File: src/rtl/tapdec_pkg.sv
package tapdec_pkg;
   localparam logic [1:0] CH_IDENT    = 2'd0;
   localparam logic [1:0] CH_BYPASS   = 2'd1;
   localparam logic [1:0] CH_BOUNDARY = 2'd2;

   localparam logic [1:0] BUS_NORMAL  = 2'd0;
   localparam logic [1:0] BUS_FLOAT   = 2'd1;
   localparam logic [1:0] BUS_DRIVE   = 2'd2;

   localparam logic [2:0] OP_EXTEST   = 3'b000;
   localparam logic [2:0] OP_IDENT    = 3'b001;
   localparam logic [2:0] OP_SAMPLE_Z = 3'b010;
   localparam logic [2:0] OP_SAMPLE   = 3'b100;
   localparam logic [2:0] OP_BYPASS   = 3'b111;
endpackage

File: src/rtl/tapdec_ir.sv
module tapdec_ir #(
   parameter int IR_W = 3
) (
   input  logic            tck,
   input  logic            por_n,
   input  logic            tlr,
   input  logic            capture_ir,
   input  logic            shift_ir,
   input  logic            update_ir,
   input  logic            tdi,
   output logic            ir_so,
   output logic [IR_W-1:0] active_op
);
   import tapdec_pkg::*;

   localparam logic [IR_W-1:0] CAP_PATTERN = IR_W'(2'b01);
   localparam logic [IR_W-1:0] RESET_OP    = IR_W'(OP_IDENT);

   logic [IR_W-1:0] ir_sr;

   // instruction shift register, rising edge
   always_ff @(posedge tck or negedge por_n) begin
      if (!por_n)           ir_sr <= '0;
      else if (capture_ir)  ir_sr <= CAP_PATTERN;
      else if (shift_ir)    ir_sr <= {tdi, ir_sr[IR_W-1:1]};
   end

   // active instruction, falling edge
   always_ff @(negedge tck or negedge por_n) begin
      if (!por_n)          active_op <= RESET_OP;
      else if (tlr)        active_op <= RESET_OP;
      else if (update_ir)  active_op <= ir_sr;
   end

   assign ir_so = ir_sr[0];

   p_capture_pattern_r8: assert property (@(posedge tck) disable iff (!por_n)
      capture_ir |=> (ir_sr == CAP_PATTERN));

   p_shift_in_top_r8: assert property (@(posedge tck) disable iff (!por_n)
      (shift_ir && !capture_ir) |=> (ir_sr[IR_W-1] == $past(tdi)));

   p_op_hold_r9: assert property (@(posedge tck) disable iff (!por_n)
      (!update_ir && !tlr) |-> $stable(active_op));

   p_tlr_ident_r1: assert property (@(posedge tck) disable iff (!por_n)
      tlr |-> (active_op == RESET_OP));
endmodule

File: src/rtl/tapdec_decode.sv
module tapdec_decode #(
   parameter int IR_W = 3
) (
   input  logic [IR_W-1:0] op,
   output logic [1:0]      chain,
   output logic [1:0]      mode
);
   import tapdec_pkg::*;

   logic upper_clear;

   generate
      if (IR_W > 3) begin : g_wide
         assign upper_clear = ~|op[IR_W-1:3];
      end else begin : g_narrow
         assign upper_clear = 1'b1;
      end
   endgenerate

   always_comb begin
      chain = CH_BYPASS;
      mode  = BUS_NORMAL;
      if (upper_clear) begin
         case (op[2:0])
            OP_EXTEST:   begin chain = CH_BOUNDARY; mode = BUS_DRIVE; end
            OP_IDENT:    chain = CH_IDENT;
            OP_SAMPLE_Z: begin chain = CH_BOUNDARY; mode = BUS_FLOAT; end
            OP_SAMPLE:   chain = CH_BOUNDARY;
            default:     chain = CH_BYPASS;
         endcase
      end
   end
endmodule

File: src/rtl/tapdec_dr.sv
module tapdec_dr #(
   parameter int              ID_W     = 32,
   parameter logic [ID_W-1:0] ID_VALUE = '1
) (
   input  logic       tck,
   input  logic       por_n,
   input  logic       capture_dr,
   input  logic       shift_dr,
   input  logic       tdi,
   input  logic [1:0] chain,
   output logic       id_so,
   output logic       byp_so
);
   import tapdec_pkg::*;

   logic [ID_W-1:0] id_sr;
   logic            byp_q;

   generate
      if (ID_W > 1) begin : g_id_multi
         always_ff @(posedge tck or negedge por_n) begin
            if (!por_n)                                id_sr <= ID_VALUE;
            else if (capture_dr && chain == CH_IDENT)  id_sr <= ID_VALUE;
            else if (shift_dr && chain == CH_IDENT)    id_sr <= {tdi, id_sr[ID_W-1:1]};
         end
      end else begin : g_id_single
         always_ff @(posedge tck or negedge por_n) begin
            if (!por_n)                                id_sr <= ID_VALUE;
            else if (capture_dr && chain == CH_IDENT)  id_sr <= ID_VALUE;
            else if (shift_dr && chain == CH_IDENT)    id_sr <= tdi;
         end
      end
   endgenerate

   always_ff @(posedge tck or negedge por_n) begin
      if (!por_n)                                 byp_q <= 1'b0;
      else if (capture_dr)                        byp_q <= 1'b0;
      else if (shift_dr && chain == CH_BYPASS)    byp_q <= tdi;
   end

   assign id_so  = id_sr[0];
   assign byp_so = byp_q;

   p_id_capture_r2: assert property (@(posedge tck) disable iff (!por_n)
      (capture_dr && chain == CH_IDENT) |=> (id_so == ID_VALUE[0]));

   p_bypass_capture_r3: assert property (@(posedge tck) disable iff (!por_n)
      capture_dr |=> (byp_so == 1'b0));

   p_bypass_delay_r3: assert property (@(posedge tck) disable iff (!por_n)
      (shift_dr && !capture_dr && chain == CH_BYPASS) |=> (byp_so == $past(tdi)));
endmodule

File: src/rtl/tap_instr_decoder.sv
module tap_instr_decoder #(
   parameter int              IR_W     = 3,
   parameter int              ID_W     = 32,
   parameter logic [ID_W-1:0] ID_VALUE = 32'h1A5C_E0F3
) (
   input  logic       tck,
   input  logic       por_n,
   input  logic       tlr,
   input  logic       capture_ir,
   input  logic       shift_ir,
   input  logic       update_ir,
   input  logic       capture_dr,
   input  logic       shift_dr,
   input  logic       tdi,
   input  logic       bnd_so,
   output logic       tdo,
   output logic [1:0] chain_sel,
   output logic [1:0] bus_mode
);
   import tapdec_pkg::*;

   generate
      if (IR_W < 3) begin : g_bad_ir_w
         $error("tap_instr_decoder: IR_W must be at least 3");
      end
      if (ID_W < 1) begin : g_bad_id_w
         $error("tap_instr_decoder: ID_W must be at least 1");
      end
   endgenerate

   logic [IR_W-1:0] active_op;
   logic            ir_so;
   logic            id_so;
   logic            byp_so;

   tapdec_ir #(.IR_W(IR_W)) i_ir (
      .tck        (tck),
      .por_n      (por_n),
      .tlr        (tlr),
      .capture_ir (capture_ir),
      .shift_ir   (shift_ir),
      .update_ir  (update_ir),
      .tdi        (tdi),
      .ir_so      (ir_so),
      .active_op  (active_op)
   );

   tapdec_decode #(.IR_W(IR_W)) i_decode (
      .op    (active_op),
      .chain (chain_sel),
      .mode  (bus_mode)
   );

   tapdec_dr #(.ID_W(ID_W), .ID_VALUE(ID_VALUE)) i_dr (
      .tck        (tck),
      .por_n      (por_n),
      .capture_dr (capture_dr),
      .shift_dr   (shift_dr),
      .tdi        (tdi),
      .chain      (chain_sel),
      .id_so      (id_so),
      .byp_so     (byp_so)
   );

   always_comb begin
      if (shift_ir)                       tdo = ir_so;
      else if (chain_sel == CH_IDENT)     tdo = id_so;
      else if (chain_sel == CH_BOUNDARY)  tdo = bnd_so;
      else                                tdo = byp_so;
   end

   p_float_hold_r7: assert property (@(posedge tck) disable iff (!por_n)
      (!update_ir && !tlr && $past(bus_mode) == BUS_FLOAT) |-> (bus_mode == BUS_FLOAT));

   p_mode_shift_hold_r9: assert property (@(posedge tck) disable iff (!por_n)
      (shift_ir || capture_ir) |-> ($stable(bus_mode) && $stable(chain_sel)));

   p_boundary_path_r5: assert property (@(posedge tck) disable iff (!por_n)
      (!shift_ir && chain_sel == CH_BOUNDARY) |-> (tdo == bnd_so));
endmodule

File: config.mk
export PLATFORM = sky130hd
export DESIGN_NAME = tap_instr_decoder
export DESIGN_NICKNAME = d
export VERILOG_FILES = /design/src/rtl/tapdec_pkg.sv /design/src/rtl/tapdec_ir.sv /design/src/rtl/tapdec_decode.sv /design/src/rtl/tapdec_dr.sv /design/src/rtl/tap_instr_decoder.sv
export SDC_FILE = /design/constraint.sdc
export NUM_CORES = 1
export LEC_CHECK = 0
export ABC_AREA = 1
export BUFFER_PORTS_ARGS = -buffer_cell sky130_fd_sc_hd__buf_4
export CORE_UTILIZATION = 50
export DETAILED_ROUTE_END_ITERATION = 10
export PLACE_DENSITY = 0.8
export SYNTH_ARGS = -nofsm -noshare
export SYNTH_HDL_FRONTEND = slang
export SYNTH_SLANG_ARGS = --single-unit
export TNS_END_PERCENT = 30
File: constraint.sdc
create_clock -name tck -period 2.6 [get_ports tck]
set_input_delay 0.26 -clock tck [delete_from_list [all_inputs] [get_ports tck]]
set_output_delay 0.26 -clock tck [all_outputs]
set_load 0.02 [all_outputs]
== Word level (Yosys, flattened, before mapping) ==
Cells that the tools add are included.
Widths: inputs -> output; s select.

* Add/subtract/negate cells: 0
* $mul: 0
* Div/mod/pow operators: 0
* $lt $le $gt $ge: 0
* Eq/ne operators: 5
* Shifts and indexed selects: 0
* Mux-type cells: 13
* Bitwise gates (word level): 0
* Reductions and logical operators: 10

{| class="wikitable"
|+ Operator list
! kind !! count
|-
| $mux 32 || 2
|-
| $mux 3 || 4
|-
| $pmux 2 s2 || 2
|-
| $reduce_bool 2->1 || 4
|-
| $mux 1 || 5
|-
| $eq 3x1->1 const B || 1
|-
| $eq 3x2->1 const B || 1
|-
| $eq 3x3->1 const B || 1
|-
| $logic_and 1x1->1 || 3
|-
| $logic_not 3->1 || 1
|-
| $reduce_or 3->1 || 1
|-
| $eq 2x1->1 const B || 1
|-
| $eq 2x2->1 const B || 1
|-
| $logic_not 2->1 || 1
|}

* Register bits after elaboration: 39
* Latch bits: 0
* Bits in writable memories: 0
* ROM bits: 0
* Input port bits: 10
* Output and inout port bits: 5
* Logic and storage cells: 32
* Memories kept: 0

== Logic depth before layout (Yosys ltp) ==
Gate-level depths: netlist of run 1.

* Depth in word-level cells: 7
* Mapped depth: 9
* Depth with buffers taken out: 8

== Cells and area by module ==
Synthesis of run 1 repeated with hierarchy kept, for this count alone.

* Cells, all modules: 199
* Area, all modules: 1941.9 sq um

{| class="wikitable"
|+ By module, submodules not included
! module !! instances !! cells each !! area each (sq um) !! seq. area each (sq um)
|-
| tapdec_dr || 1 || 153 || 1614.0 || 845.8
|-
| tapdec_ir || 1 || 29 || 250.2 || 151.4
|-
| tap_instr_decoder || 1 || 10 || 43.8 || 0.0
|-
| tapdec_decode || 1 || 7 || 33.8 || 0.0
|}

==> results of run 1 <==
## cell usage after synthesis
master and number:
nor3_1 3, inv_1 26, a21oi_1 3, o21ai_2 1, buf_2 1, a211oi_1 1
clkinv_4 1, buf_4 1, nor2_1 17, nand4_1 7, buf_8 1, dfrtn_1 2
inv_2 3, or2_2 1, nand2_4 1, dfrtp_1 20, o21ai_0 11, nand3_1 6
clkbuf_1 3, o21ai_1 13, nand2_1 53, dfstp_2 17, buf_6 2, nor2_8 2
nand2_2 2, a21o_1 1
## final cells by class
type | count | area, µm²
flip-flops and latches | 39 | 997
multi-input cells | 123 | 648
well taps | 46 | 57.6
fillers | 295 | 1200
repair buffers | 30 | 254
repair inverters | 2 | 17.5
clock inverters | 2 | 8.76
inverters | 29 | 121
clock buffers | 7 | 55.1
## sequential cells by signal, indices dropped and copies added, names as in the netlist
name            cells
i_ir.active_op      3
i_dr.id_sr         32
i_ir.ir_sr          3
i_dr.byp_so         1
## cells in the final DEF (no fill, tap or decap)
| cell type | instances |
|---|---|
| nand3_1 | 5 |
| buf_6 | 7 |
| o21ai_1 | 13 |
| nor2_8 | 2 |
| a21oi_4 | 1 |
| nor3_4 | 1 |
| dfstp_2 | 17 |
| nor2_1 | 16 |
| nor2_4 | 1 |
| clkinv_8 | 1 |
| o21ai_0 | 11 |
| nand4_1 | 7 |
| nor3_2 | 2 |
| dlygate4sd3_1 | 1 |
| a211oi_1 | 1 |
| o21ai_2 | 1 |
| clkbuf_4 | 5 |
| nand2_8 | 1 |
| nor2_2 | 1 |
| dfrtp_1 | 20 |
| buf_4 | 22 |
| dfrtn_1 | 2 |
| a21oi_1 | 2 |
| nand2_1 | 52 |
| clkbuf_8 | 1 |
| nand2_2 | 2 |
| clkinv_4 | 2 |
| nand3_2 | 1 |
| inv_2 | 3 |
| nand2_4 | 1 |
| clkbuf_1 | 1 |
| or2_2 | 1 |
| a21o_1 | 1 |
| clkinvlp_2 | 1 |
| inv_1 | 26 |
## power by group
part           switching (W)  internal, W  total [W]
Clock               0.000198     0.000132   0.000330
Combinational       0.000152    0.0000986   0.000251
Sequential         0.0000372     0.000701   0.000738
Total               0.000387     0.000932    0.00132
## layer usage
layer	up-vias	share of wire [%]	track usage (%)
li1	686	-	-
met1	645	47	32.5
met2	31	47	31.4
met3	7	4.9	5.67
met4	0	1.7	8.77
met5	-	0	0
## logic make-up (layout without fill, tap and decap cells)
family / Yosys count / after routing / share of synthesized area (%)
compound gates: 30 / 30 / 9.05
simple gates: 92 / 93 / 24.0
buf+inv: 38 / 70 / 10.2
flops: 39 / 39 / 56.8
## through the flow
stage / setup WS, ps / total power (W) / TNS (ps)
after global routing: -469 / 0.00139 / -12460
after floorplan: -35.0 / 0.000899 / -422
after detailed placement: -120 / 0.000970 / -2100
after CTS: -430 / 0.00132 / -10050
final: -426 / 0.00132 / -10040
after global placement: -61.1 / 0.000962 / -970
## path summary, 6_finish.rpt
| check | from | end | slack, ps | cells after the start |
|---|---|---|---|---|
| max in group asynchronous | por_n | i_ir.active_op[0] | 900 | 2 |
| max reg2reg | i_ir.active_op[0] | i_dr.id_sr[11] | -310 | 8 |
| max | i_ir.active_op[0] | chain_sel[0] | -430 | 5 |
| min in group asynchronous | por_n | i_dr.id_sr[21] | 520 | 3 |
| min reg2reg | i_dr.id_sr[9] | i_dr.id_sr[8] | 490 | 2 |
| min | capture_ir | i_ir.ir_sr[2] | 70 | 2 |
## repair_timing
action,CTS,global route
hold buffers,1,0
gates resized for setup,9,6
hold endpoints to repair,19,0
cloned,3,0
buffers inserted,3,0
endpoints found under the setup margin,37,37
pin swaps,8,4
==> run metrics, run 1 <==
dominant cells by area after synthesis dfrtp_1 (28%), dfstp_2 (25%), nand2_1 (11%); width of the die 61.3 µm; CP Max Fanout 5; Worst Path Arrival 2770 ps; sequential area share after synthesis 56.8%; Worst-Margin Slew 444 ps; synthesized instance count 199; layout cells sized above 1 31.9%; area leader, netlist dfrtp_1; Crit path max-delay family flip-flops; crit path kind reg2out; Worst path slowest cell dfstp_2; post-synth top area share 28.5%; H-tree Lvls 2; Final Hold Fails 0; CTS clock-pin slew for the worst setup and hold paths 110 ps; CTS tree built; post-DR wirelength/cell 12.6 µm; Ys Warns 0; TritonCTS Sinks 39; clock skew 49.5 ps; Post-Layout Cell Count 278; Slew headroom 70.4%; GRT Resource Usage Total 22.1%; clock buffer depth 2; vias 1369; status complete, but fails checks; Worst Path Required 2340 ps; DR pass1 iterations 4; vias per cell 4.92; final setup vio count 37; CP Cell Sequence buf_4 > nand2_4 > nor2_8 > nor2_2 > buf_6; vias in the first global route 1208; die span in y 61.3 µm; Routed Antenna Nets 0; DRC viols 0; Cell variety after synth 26; placed insts 263; Max-Cap Viols 0; crit-path max cell delay 580 ps; P_leak 1.02 nW; Final Util 64.2%; hold_ws 70.6 ps; Worst setup EP type primary output; final instance area 0.00216 mm²; number of DRC markers in iteration 0 71; core area 0.00336 mm²; PD cells 611 mW/mm²; Port Buf Inserts 14; placer congestion estimate 0.730; Avg Cell Area, Syn 8.83 µm²; total wire length 3.51 mm; RSZ-0062 raised after global routing true; failing checks negative setup slack; Area growth syn-to-layout 22.9%; worst path bufs/invs 2; clk root buf clkbuf_4; Synth Cell Area 0.00176 mm²; number of buffers created by CTS 5; post-synth net total 209; Remaining Overflow, GRT 0; Worst setup SP type register; nets 241; maximum number of pins on one net before global-route repair 37; Slew Limit Fails 0; Detailed Place HPWL 2.19 mm; #FFs+latches synth 39; final setup margin -426 ps; initial antenna violation count 0; io pins 15; Cell Area, Placed 0.00196 mm²; # diodes 0; Worst VDD drop 0.344 mV; hold crit path type in2reg; die area 0.00375 mm²; Rows 21; Starting Density 52.2%; clk_lat worst skew 390 ps; first-pass GRT wire length 5.80 mm
Note: power is estimated with default switching activity, not from simulation.
==> run 2, diff against run 1 <==
==> constraint.sdc (replaced) <==
create_clock -name tck -period 2.6 [get_ports tck]
set_input_delay 0.13 -clock tck [delete_from_list [all_inputs] [get_ports tck]]
set_output_delay 0.13 -clock tck [all_outputs]
set_load 0.02 [all_outputs]
==> run 2 against run 1 <==
The run still ends with negative setup slack left. Worst hold slack lost 48 ps. Combinational power increased by 7%. Global-route usage fell by 1.3 points. Power down 0.49%. Largest cell class unchanged. Highest routed layer unchanged. Register-to-register slack improved by 90 ps. Largest power group unchanged. Count of clock-buffer cells in the layout is the same. Critical endpoint unchanged.
==> run metrics, run 2 (synthesis gave the netlist of run 1 again) <==
vias in the first global route 1236; clock buffer depth 2; Final Hold Fails 0; H-tree Lvls 2; core area 0.00336 mm²; Worst setup SP type register; post-DR wirelength/cell 12.8 µm; vias per cell 4.88; Worst Path Arrival 2820 ps; TritonCTS Sinks 39; Worst VDD drop 0.411 mV; Place WS -12.0 ps; placer congestion estimate 0.718; PD cells 596 mW/mm²; Cell Area, Placed 0.00193 mm²; Worst Path Required 2470 ps; Slew Limit Fails 0; number of DRC markers in iteration 0 28; DR pass1 iterations 4; failing checks negative setup slack; Port Buf Inserts 14; Remaining Overflow, GRT 0; width of the die 61.3 µm; register with the most flip-flops i_dr.id_sr; Worst setup EP type primary output; max reg flops 32; placed insts 260; CP Max Fanout 3; io pins 15; clock skew 52.7 ps; Regs by FF count i_dr.id_sr (32), i_ir.active_op (3), i_ir.ir_sr (3); layout cells sized above 1 35.2%; Filler cells 278; RSZ-0062 raised after global routing true; clk_lat worst skew 390 ps; # diodes 0; hold_ws 22.3 ps; final setup margin -346 ps; Power Total 0.00131 W; crit path kind reg2out; GRT Resource Usage Total 20.8%; first-pass GRT wire length 5.53 mm; die area 0.00375 mm²; Routed Antenna Nets 0; P_leak 1.03 nW; status complete, but fails checks; most frequent cells in the layout nand2_1 (47), inv_1 (25), buf_4 (22); maximum number of pins on one net before global-route repair 32; Starting Density 52.2%; final instance area 0.00220 mm²; initial antenna violation count 0; CTS tree built; vias 1361; Detailed Place HPWL 2.24 mm; DRC viols 0; Worst-Margin Slew 266 ps; CTS clock-pin slew for the worst setup and hold paths 100 ps; final setup vio count 37; total wire length 3.57 mm; Max-Cap Viols 0; Rows 21; most common cell after layout, fill and taps aside nand2_1; number of buffers created by CTS 5; Slew headroom 82.3%; hold crit path type in2reg; die span in y 61.3 µm; clk root buf clkbuf_4; Area growth syn-to-layout 25.4%; Post-Layout Cell Count 279; nets 242
-- run 2: cell count changes in the layout (fill, tap and decap cells not counted), moves of 2 or more --
cell	previous run	this run
nand2_1	52	47
o21ai_0	11	7
o21ai_2	1	4
clkinv_4	2	0
dlygate4sd3_1	1	3
nand2_2	2	7
-- run 2: power breakdown --
part           switching (W)  leakage [nW]  internal (W)
sequential         0.0000398         0.466      0.000701
clock               0.000196        0.0308      0.000107
combinational       0.000158         0.530      0.000110
total               0.000394          1.03      0.000917
-- run 2: per-stage QoR --
stage	setup TNS [ps]	util [%]
2_1_floorplan	-29.1	-
3_3_place_gp	0	57.4
3_5_place_dp	-14.3	57.4
4_1_cts	-3750	62.2
5_1_grt	-9250	65.5
6_report	-6710	65.5
-- run 2: cell type report --
class                   count  area, µm²  share of cell area (%)
flip-flops and latches     39        997                    45.3
multi-input cells         123        687                    31.2
repair buffers             33        285                    13.0
inverters                  29        121                    5.51
well taps                  46       57.6                    2.61
clock buffers               7       45.0                    2.05
clock inverters             2       8.76                   0.398
-- run 2: per-layer routing --
layer	up-vias	wire length (µm)	global-route usage [%]
met1	649	1700	28.4
met3	6	97	5.67
met4	0	59	7.79
met2	16	1710	32.0
met5	-	0	0
li1	690	-	-
-- run 2: worst paths after layout --
path | from | cells after the start | slack, ps | end
max in group asynchronous | por_n | 2 | 870 | i_ir.active_op[0]
max reg2reg | i_ir.active_op[0] | 8 | -220 | i_dr.id_sr[2]
min reg2reg | i_dr.id_sr[12] | 2 | 490 | i_dr.id_sr[11]
min in group asynchronous | por_n | 2 | 190 | i_dr.id_sr[21]
max | i_ir.active_op[0] | 6 | -350 | chain_sel[0]
min | tdi | 3 | 20 | i_dr.id_sr[31]
-- run 2: what timing repair did --
action                                 CTS  global route
setup endpoints to repair               18            38
endpoints found under the hold margin   35             0
resized for setup                       12            23
hold buffers                             3             0
gates cloned                             0             1
pin swaps                                4             9
setup buffers                            4             4
-- run 2: critical path, cell delays in order, from the launching register on --
cell,delay [ps]
dfstp_2,540
buf_4,120
nand2_4,60
nor2_8,120
buf_6,110
nor2_2,50
buf_6,130
==> run 3, diff against run 2 <==
ABC_AREA = 0   (was 1)
CORE_ASPECT_RATIO = 2   (was default)
HOLD_SLACK_MARGIN = 0.06   (was default)
PLACE_DENSITY = 0.79   (was 0.8)
==> run 3 against run 2 <==
The run still ends with negative setup slack left. Register-to-register slack about the same. Sequential power up 5.4%. Core utilization down 0.85 points. Flip-flop and latch count unchanged. Count of clock-buffer cells in the layout down 2. Highest routed layer unchanged. Final cell count down 14%. Largest power group unchanged. Sequential share of layout area down 2.0 points. Critical path type unchanged. Non-clock buffer count up 3. Combinational power up 23%.
==> run metrics, run 3 <==
P_leak 1.18 nW; Slew Limit Fails 0; clock skew 55.3 ps; area leader, netlist dfrtp_1; RSZ-0062 raised after global routing true; Port Buf Inserts 14; most common cell after layout, fill and taps aside nor2_1; max reg flops 32; failing checks negative setup slack; GRT Resource Usage Total 20.2%; # diodes 0; DRC viols 0; Place WS -258 ps; most frequent cells after synthesis nor2_1 (28), mux2i_1 (22), dfrtp_1 (20); width of the die 45.1 µm; Final Hold Fails 0; Worst Path Required 2470 ps; Worst-Margin Slew 439 ps; total wire length 3.51 mm; EDFF count, synth 0; crit path kind reg2out; maximum number of pins on one net before global-route repair 37; CTS tree built; Power Total 0.00161 W; DR pass1 iterations 4; most frequent cells in the layout nor2_1 (28), buf_4 (26), mux2i_1 (21); Area growth syn-to-layout 24.1%; Reg2Reg Setup Slack -220 ps; status complete, but fails checks; Remaining Overflow, GRT 0; clk root buf clkbuf_8; io pins 15; layout cells sized above 1 41.4%; placer congestion estimate 0.779; Cell variety after synth 26; core area 0.00357 mm²; top_reg_cell synth dfrtp_1; final setup vio count 38; H-tree Lvls 2; hold crit path type in2reg; Slew headroom 70.7%; Max-Cap Viols 0; Avg Cell Area, Syn 11.9 µm²; sequential area share after synthesis 53.7%; synthesized instance count 156; Worst setup SP type register; Async S/R FF share, synth 100%; dominant cells by area after synthesis dfrtp_1 (27%), dfstp_2 (24%), mux2i_1 (12%); TritonCTS Sinks 39; crit-path max cell delay 530 ps; die area 0.00398 mm²; Detailed Place HPWL 2.38 mm; post-DR wirelength/cell 14.6 µm; number of DRC markers in iteration 0 48; Regs by FF count i_dr.id_sr (32), i_ir.active_op (3), i_ir.ir_sr (3); initial antenna violation count 0; CP Max Fanout 5; #FFs+latches synth 39; most frequent cell after synthesis nor2_1; Rows 31; number of buffers created by CTS 5; final setup margin -493 ps; die span in y 88.2 µm; first-pass GRT wire length 5.66 mm; clock buffer depth 2; Worst path slowest cell dfrtn_1; Ys Warns 0; vias 1212; Routed Antenna Nets 0; vias in the first global route 1325; Synth Cell Area 0.00186 mm²; Worst Path Arrival 2960 ps; vias per cell 5.05; PD cells 698 mW/mm²; Worst VDD drop 0.839 mV; post-synth top area share 26.9%; register with the most flip-flops i_dr.id_sr; Worst setup EP type primary output; CTS clock-pin slew for the worst setup and hold paths 70 ps; Starting Density 52.1%; post-synth net total 166; Filler cells 263; nets 200; CP Cell Sequence o21bai_1 > a221o_1 > a22o_4 > buf_6; clk_lat worst skew 350 ps
==> run 3: cell types whose count changed after synthesis, moves of 3 or more <==
cell     before  now
nand2_1      53    0
mux2_4        0   13
inv_2         3    0
o21ai_0      11    0
nor2b_1       0   10
mux2i_1       0   22
a21oi_1       3    0
nand3_1       6    0
inv_1        26   18
o21ai_1      13    0
nor2_1       17   28
nand4_1       7    0
==> run 3: per-stage QoR <==
step                util, %  hold slack (ps)  setup TNS [ps]  instance area [µm²]  instances
floorplan                 -             -166            -772                 1880        156
global placement       58.7              227           -1860                 2100        225
detailed placement     58.7              241           -3420                 2100        225
CTS                    64.4              103           -6000                 2300        240
global route           64.6              124           -8550                 2310        240
finish                 64.6              109           -6810                 2310        240
==> run 3: worst paths after layout <==
path	endpoint	from	cells after the start
max	tdo	i_ir.active_op[2]	4
min	i_ir.ir_sr[2]	tdi	3
max reg2reg	i_dr.id_sr[24]	i_ir.active_op[1]	5
min reg2reg	i_dr.id_sr[19]	i_dr.id_sr[19]	2
max in group asynchronous	i_ir.active_op[0]	por_n	2
min in group asynchronous	i_dr.id_sr[16]	por_n	3
==> run 3: cells by family after synthesis <==
| kind of cell | Yosys count | share of synthesized area [%] |
|---|---|---|
| AND/OR/NAND/NOR | 45 | 11.7 |
| flip-flops | 39 | 53.7 |
| multiplexers | 37 | 23.6 |
| buffers and inverters | 27 | 6.73 |
| AO/OA/AOI/OAI | 8 | 4.31 |
==> run 3: routing by layer <==
layer / vias up / global-route usage, % / part of all wire [%]
li1: 569 / - / -
met1: 609 / 19.4 / 38
met2: 24 / 36.2 / 55
met3: 10 / 5.92 / 3.4
met4: 0 / 11.3 / 3.6
met5: - / 0 / 0
==> run 3: timing repair <==
item	CTS	global route
gates resized for setup	9	2
hold buffers	2	0
endpoints found under the hold margin	23	0
pin swaps	3	1
setup endpoints to repair	34	38
setup buffers	5	0
==> run 3: cell type report <==
cell class | instances | area [µm²] | share of cell area [%]
timing repair buffer | 36 | 305 | 13.2
inverter | 17 | 63.8 | 2.77
sequential | 39 | 997 | 43.2
clock buffer | 5 | 68.8 | 2.98
multi-input combinational | 90 | 767 | 33.3
tap | 49 | 61.3 | 2.66
clock inverter | 4 | 42.5 | 1.84
==> run 3: worst max-delay path: cells and delay by family, from the launching register on <==
family                 cells  cell delay (ps)
AOI/OAI and AO/OA          3              710
DFF                        1              530
buffers and inverters      1              130
==> run 3: power breakdown <==
group | internal [W] | switching [W] | total (W)
clock | 0.000283 | 0.000217 | 0.000499
combinational | 0.000185 | 0.000144 | 0.000329
sequential | 0.000734 | 0.0000471 | 0.000781
